$ cat config.mk
export PLATFORM = sky130hd
export DESIGN_NAME = cell_rate_decoupler
export DESIGN_NICKNAME = d
export VERILOG_FILES = /design/src/rtl/crd_pkg.sv /design/src/rtl/crd_byte_fifo.sv /design/src/rtl/crd_tx_admit.sv /design/src/rtl/crd_tx_sched.sv /design/src/rtl/crd_rx_filter.sv /design/src/rtl/cell_rate_decoupler.sv
export SDC_FILE = /design/constraint.sdc
export NUM_CORES = 1
export LEC_CHECK = 0
export BUFFER_PORTS_ARGS = -buffer_cell sky130_fd_sc_hd__clkbuf_2
export CORE_MARGIN = 8
export CORE_UTILIZATION = 31
export DETAILED_ROUTE_END_ITERATION = 16
export MAX_ROUTING_LAYER = met4
export PLACE_DENSITY_LB_ADDON = 0.3
export SYNTH_ARGS = -nofsm -noshare
export SYNTH_HDL_FRONTEND = slang
export SYNTH_SLANG_ARGS = --single-unit
$ cat constraint.sdc
create_clock -name clk -period 6.4 [get_ports clk]
set_input_delay 0.32 -clock clk [delete_from_list [all_inputs] [get_ports clk]]
set_output_delay 0.32 -clock clk [all_outputs]
set_load 0.005 [all_outputs]
$ cat src/rtl/crd_pkg.sv
package crd_pkg;
  localparam int CELL_BYTES = 53;
  localparam int POS_W      = $clog2(CELL_BYTES);
  localparam int ID_BYTES   = 4;
  localparam logic [8*ID_BYTES-1:0] IDLE_HDR = 32'h0000_0001;
  localparam logic [7:0] IDLE_HEC = 8'h52;
  localparam logic [7:0] IDLE_FILL = 8'h6A;

  function automatic logic [7:0] idle_byte(input logic [POS_W-1:0] idx);
    logic [7:0] b;
    if (idx < POS_W'(ID_BYTES))
      b = IDLE_HDR[8*(ID_BYTES-1-int'(idx)) +: 8];
    else if (idx == POS_W'(ID_BYTES))
      b = IDLE_HEC;
    else
      b = IDLE_FILL;
    return b;
  endfunction
endpackage

$ cat src/rtl/crd_byte_fifo.sv
module crd_byte_fifo #(
  parameter int DEPTH = 106
) (
  input  logic       clk,
  input  logic       rst_n,
  input  logic       push,
  input  logic [7:0] wdata,
  input  logic       pop,
  output logic [7:0] rdata,
  output logic       full
);
  localparam int AW = $clog2(DEPTH);
  localparam int CW = $clog2(DEPTH + 1);

  logic [7:0]    mem [DEPTH];
  logic [AW-1:0] wr_ptr, rd_ptr;
  logic [CW-1:0] count;

  function automatic logic [AW-1:0] bump(input logic [AW-1:0] p);
    return (p == AW'(DEPTH - 1)) ? '0 : p + 1'b1;
  endfunction

  always_ff @(posedge clk) begin
    if (push) mem[wr_ptr] <= wdata;
  end

  always_ff @(posedge clk or negedge rst_n) begin
    if (!rst_n) begin
      wr_ptr <= '0;
      rd_ptr <= '0;
      count  <= '0;
    end else begin
      if (push) wr_ptr <= bump(wr_ptr);
      if (pop)  rd_ptr <= bump(rd_ptr);
      case ({push, pop})
        2'b10:   count <= count + 1'b1;
        2'b01:   count <= count - 1'b1;
        default: count <= count;
      endcase
    end
  end

  assign rdata = mem[rd_ptr];
  assign full  = (count == CW'(DEPTH));
endmodule

$ cat src/rtl/crd_tx_admit.sv
module crd_tx_admit
  import crd_pkg::*;
#(
  parameter int CELLS = 2
) (
  input  logic clk,
  input  logic rst_n,
  input  logic in_valid,
  input  logic fifo_full,
  input  logic commit,
  output logic in_ready,
  output logic push,
  output logic have_cell
);
  localparam int NW = $clog2(CELLS + 1);

  logic [POS_W-1:0] wr_pos;
  logic [NW-1:0]    ready_cells;
  logic             cell_done;

  assign in_ready  = !fifo_full;
  assign push      = in_valid && in_ready;
  assign cell_done = push && (wr_pos == POS_W'(CELL_BYTES - 1));
  assign have_cell = (ready_cells != '0);

  always_ff @(posedge clk or negedge rst_n) begin
    if (!rst_n) begin
      wr_pos      <= '0;
      ready_cells <= '0;
    end else begin
      if (push) wr_pos <= cell_done ? '0 : wr_pos + 1'b1;
      case ({cell_done, commit})
        2'b10:   ready_cells <= ready_cells + 1'b1;
        2'b01:   ready_cells <= ready_cells - 1'b1;
        default: ready_cells <= ready_cells;
      endcase
    end
  end
endmodule

$ cat src/rtl/crd_tx_sched.sv
module crd_tx_sched
  import crd_pkg::*;
#(
  parameter int CNT_W = 16
) (
  input  logic             clk,
  input  logic             rst_n,
  input  logic             slot_en,
  input  logic             have_cell,
  input  logic [7:0]       fifo_rdata,
  output logic             pop,
  output logic             commit,
  output logic             tx_vld,
  output logic [7:0]       tx_data,
  output logic             tx_soc,
  output logic [CNT_W-1:0] idle_cnt
);
  logic [POS_W-1:0] pos;
  logic             cur_user;
  logic             at_start;
  logic             byte_user;

  assign at_start  = (pos == '0);
  assign byte_user = at_start ? have_cell : cur_user;
  assign pop       = slot_en && byte_user;
  assign commit    = slot_en && at_start && have_cell;

  always_ff @(posedge clk or negedge rst_n) begin
    if (!rst_n) begin
      pos      <= '0;
      cur_user <= 1'b0;
      tx_vld   <= 1'b0;
      tx_data  <= '0;
      tx_soc   <= 1'b0;
      idle_cnt <= '0;
    end else begin
      tx_vld <= slot_en;
      if (slot_en) begin
        tx_data <= byte_user ? fifo_rdata : idle_byte(pos);
        tx_soc  <= at_start;
        pos     <= (pos == POS_W'(CELL_BYTES - 1)) ? '0 : pos + 1'b1;
        if (at_start) begin
          cur_user <= have_cell;
          if (!have_cell) idle_cnt <= idle_cnt + 1'b1;
        end
      end
    end
  end
endmodule

$ cat src/rtl/crd_rx_filter.sv
module crd_rx_filter
  import crd_pkg::*;
#(
  parameter int CNT_W = 16
) (
  input  logic             clk,
  input  logic             rst_n,
  input  logic             rx_valid,
  input  logic [7:0]       rx_data,
  input  logic             rx_soc,
  output logic             up_valid,
  output logic [7:0]       up_data,
  output logic             up_soc,
  output logic [CNT_W-1:0] idle_cnt
);
  localparam int STAGES = ID_BYTES;

  logic [7:0]        sd [STAGES];
  logic [STAGES-1:0] ss, sv, match;
  logic              drop_r, exit_idle, drop_now, leaving;

  for (genvar g = 0; g < STAGES; g++) begin : g_cmp
    assign match[g] = (sd[g] == IDLE_HDR[8*g +: 8]);
  end

  assign leaving   = rx_valid && sv[STAGES-1];
  assign exit_idle = ss[STAGES-1] && (&match) && (&sv);
  assign drop_now  = ss[STAGES-1] ? exit_idle : drop_r;

  always_ff @(posedge clk or negedge rst_n) begin
    if (!rst_n) begin
      for (int i = 0; i < STAGES; i++) sd[i] <= '0;
      ss <= '0;
      sv <= '0;
    end else if (rx_valid) begin
      sd[0] <= rx_data;
      for (int i = 1; i < STAGES; i++) sd[i] <= sd[i-1];
      ss <= {ss[STAGES-2:0], rx_soc};
      sv <= {sv[STAGES-2:0], 1'b1};
    end
  end

  always_ff @(posedge clk or negedge rst_n) begin
    if (!rst_n) begin
      drop_r   <= 1'b0;
      up_valid <= 1'b0;
      up_data  <= '0;
      up_soc   <= 1'b0;
      idle_cnt <= '0;
    end else begin
      up_valid <= leaving && !drop_now;
      if (leaving) begin
        up_data <= sd[STAGES-1];
        up_soc  <= ss[STAGES-1];
        if (ss[STAGES-1]) begin
          drop_r <= exit_idle;
          if (exit_idle) idle_cnt <= idle_cnt + 1'b1;
        end
      end
    end
  end
endmodule

$ cat src/rtl/cell_rate_decoupler.sv
module cell_rate_decoupler
  import crd_pkg::*;
#(
  parameter int CELLS = 2,
  parameter int CNT_W = 16
) (
  input  logic             clk,
  input  logic             rst_n,
  input  logic             in_valid,
  output logic             in_ready,
  input  logic [7:0]       in_data,
  input  logic             slot_en,
  output logic             tx_vld,
  output logic [7:0]       tx_data,
  output logic             tx_soc,
  output logic [CNT_W-1:0] tx_idle_cnt,
  input  logic             rx_valid,
  input  logic [7:0]       rx_data,
  input  logic             rx_soc,
  output logic             up_valid,
  output logic [7:0]       up_data,
  output logic             up_soc,
  output logic [CNT_W-1:0] rx_idle_cnt
);
  localparam int DEPTH = CELLS * CELL_BYTES;

  logic       push, pop, commit, full, have_cell;
  logic [7:0] fifo_rdata;

  crd_tx_admit #(.CELLS(CELLS)) u_admit (
    .clk(clk), .rst_n(rst_n), .in_valid(in_valid), .fifo_full(full),
    .commit(commit), .in_ready(in_ready), .push(push), .have_cell(have_cell)
  );

  crd_byte_fifo #(.DEPTH(DEPTH)) u_fifo (
    .clk(clk), .rst_n(rst_n), .push(push), .wdata(in_data),
    .pop(pop), .rdata(fifo_rdata), .full(full)
  );

  crd_tx_sched #(.CNT_W(CNT_W)) u_sched (
    .clk(clk), .rst_n(rst_n), .slot_en(slot_en), .have_cell(have_cell),
    .fifo_rdata(fifo_rdata), .pop(pop), .commit(commit), .tx_vld(tx_vld),
    .tx_data(tx_data), .tx_soc(tx_soc), .idle_cnt(tx_idle_cnt)
  );

  crd_rx_filter #(.CNT_W(CNT_W)) u_rx (
    .clk(clk), .rst_n(rst_n), .rx_valid(rx_valid), .rx_data(rx_data),
    .rx_soc(rx_soc), .up_valid(up_valid), .up_data(up_data),
    .up_soc(up_soc), .idle_cnt(rx_idle_cnt)
  );
endmodule

==> out/metrics.yaml <==
track_usage_pct: 14.2
final_area_sq_mm: 0.0444
clk_latency_ps: 680
gp_congestion: 0.846
r2r_cells: 15
cts-root-buf: "clkbuf_16"
rrSetupSlack_ps: 2060
synth_warnings: 0
start_util_pct: 31.2
reg2reg_to: "u_fifo.count[6]"
vias_per_cell: 5.13
htreeDepth: 3
cts_made_buffers: 100
cap_violations: 0
dr.pass1.iters: 7
grt_pass1_wl_um: 142000
hold_path.class: "primary input to register"
drtIter0Drc: 2144
syn_area_per_cell_sq_um: 18.8
synth_cells: 2081
fin_nets: 2234
startpoint_type: "register"
netlist_area_sq_mm: 0.0391
status: "complete, no violations"
clock_sinks: 977
drc: 0
grt_pass1_vias: 20500
yosysUniqueCellTypes: 80
wl_per_cell_um: 24.7
grt_max_degree: 83
vias: 20200
die_area_sq_mm: 0.138
syn-num-nets: 2120
cp_max_fo: 13
max-slew-margin-rel_pct: 11.3
reg2reg_from: "u_sched.pos[2]"
layout_common_cells: "848 x edfxtp_1, 196 x mux4_2, 160 x nor2_1"
rsz0062_at_grt: "false"
max_freq_ghz: 0.230
crit_path_end_kind: "register"
cts.clk_slew.worst_paths_ps: 60
routed_wirelength_um: 96900
post_cts_resized: 0
fin_crit_ps: 4340
worst_pin_slew_ps: 1330
ant_nets: 0
worst_hold_path.endpoint: "u_fifo.mem[37][3]"
path_class: "register to register"
port_buffers: 74
holdWs_ps: 78.8
ys_async_sr_fraction_pct: 13.2
cts_tree: "built"
synthFlopType: "edfxtp_1"
skew_ps: 38.9
placed_area_sq_mm: 0.0412
fp.dieH_um: 371
hpwl_um: 59800
cts.path.max_buffers: 3
powerDensity_mw_per_mm2: 409
setup_viol: 0
hold_viol_final: 0
ys_ff_latch: 977
final_layout_size_suffix_gt1_share_pct: 22.9
chipWidth_um: 371
tns_ps: 0
core_area_sq_mm: 0.125
syn2layout_area_growth_pct: 13.7
hp-start: "in_data[3]"
period_share_pct: 67.9
irDropWorstVdd_mv: 0.253
synth_edf_count: 848
overflow: 0
crit_required_ps: 6970
cellLeakagePower_nw: 14.6
crit_arrival_ps: 4910
antenna_found_initial: 1
yosysSeqAreaShare_pct: 73.4
num_rows: 130
final_common_cell: "edfxtp_1"
io-pin-count: 75
hold_path_depth: 1
slew_viol_final: 0
Yosys cell counts, drive strengths merged (6+ instances only):
| cell type | number | area [sq um] |
|---|---|---|
| dfrtp | 129 | 3230 |
| mux2i | 66 | 673 |
| o21ai | 30 | 150 |
| a31oi | 14 | 103 |
| nand4 | 14 | 87.6 |
| a22oi | 24 | 180 |
| xor2 | 24 | 210 |
| clkbuf | 36 | 136 |
| nand2b | 8 | 50.1 |
| o22ai | 21 | 131 |
| nor2b | 10 | 62.6 |
| xnor2 | 32 | 280 |
| mux4 | 198 | 4470 |
| a211oi | 7 | 57.6 |
| nor4 | 9 | 71.3 |
| nand3 | 46 | 230 |
| o221ai | 6 | 52.6 |
| edfxtp | 848 | 25500 |
| a21oi | 33 | 169 |
| ha | 17 | 213 |
| buf | 72 | 577 |
| and3 | 10 | 62.6 |
| nor3 | 19 | 100 |
| a2111oi | 6 | 71.3 |
| nor2 | 160 | 601 |
| inv | 22 | 82.6 |
| nand2 | 91 | 342 |
| mux2 | 57 | 642 |
sequential cells by signal, indices dropped and copies added (netlist names), 6 cells and up:
signal,count
u_sched.idle_cnt,16
u_fifo.count,7
u_rx.idle_cnt,16
u_rx.up_data,8
u_fifo.rd_ptr,7
u_admit.wr_pos,6
u_rx.sd,32
u_sched.tx_data,8
u_fifo.mem,848
u_sched.pos,6
u_fifo.wr_ptr,7
through the flow:
stage                     power, W  std cells  util [%]  worst slack [ps]
after floorplan             0.0110       2081         -              2670
after global placement      0.0126       3733      32.8              2250
after detailed placement    0.0127       3733      32.8              2180
after CTS                   0.0183       3927      35.4              2140
after global routing        0.0189       3927      35.4              1790
final                       0.0182       3928      35.4              2060
metal layers:
layer	GRT usage (%)	wire length, um	up-vias
met3	2.10	5890	164
met2	22.2	46000	714
met4	4.46	2880	0
met1	19.1	42100	10700
li1	-	-	8572
met5	-	0	-
how the worst max path moves through the flow:
stage,startpoint,to,slack (ps)
CTS,u_sched.pos[2],u_fifo.count[6],2140
global placement,u_sched.pos[2],u_fifo.count[6],2250
global route,u_sched.pos[2],u_fifo.count[6],1790
floorplan,u_sched.pos[2],u_fifo.count[6],2670
finish,u_sched.pos[2],u_fifo.count[6],2060
detailed placement,u_sched.pos[2],u_fifo.count[6],2180
cells by family (layout without fill, tap and decap cells):
logic type | Yosys count | count (layout) | share of synthesized area [%]
buf+inv | 132 | 328 | 2.05
fa+ha+maj | 17 | 17 | 0.544
xor+xnor | 56 | 56 | 1.25
simple gates | 403 | 403 | 4.85
mux | 321 | 321 | 14.8
flops | 977 | 977 | 73.4
compound gates | 175 | 175 | 3.10
other cells | 0 | 1 | 0
final cells by class:
class	instances	area, sq um
tap	1650	2060
clock buffer	133	2710
timing repair buffer	120	817
clock inverter	51	442
inverter	24	90.1
sequential	977	28700
multi-input combinational	972	9600
fill	11600	81000
antenna	1	2.50
report_power, final:
group | total (W) | internal (W) | switching, W
registers | 0.00770 | 0.00723 | 0.000475
logic | 0.00483 | 0.00201 | 0.00282
clock network | 0.00562 | 0.00322 | 0.00241
critical path, stage by stage (launching register included):
cell and delay [ps]:
dfrtp_1 450, inv_1 130, ha_1 240, and4bb_1 320, mux2i_4 400, nand2_1 210
inv_1 430, ha_1 440, xor2_1 120, ha_1 220, or3_1 300, a21oi_1 200
nor3_1 110, or3_1 310, a31oi_1 200, xor2_1 150
repair_timing:
action                                 4_1_cts  5_1_grt
buffers inserted                             0        0
endpoints found under the hold margin       71        0
hold buffers                                10        0
Power figures use the tool's default switching activity.
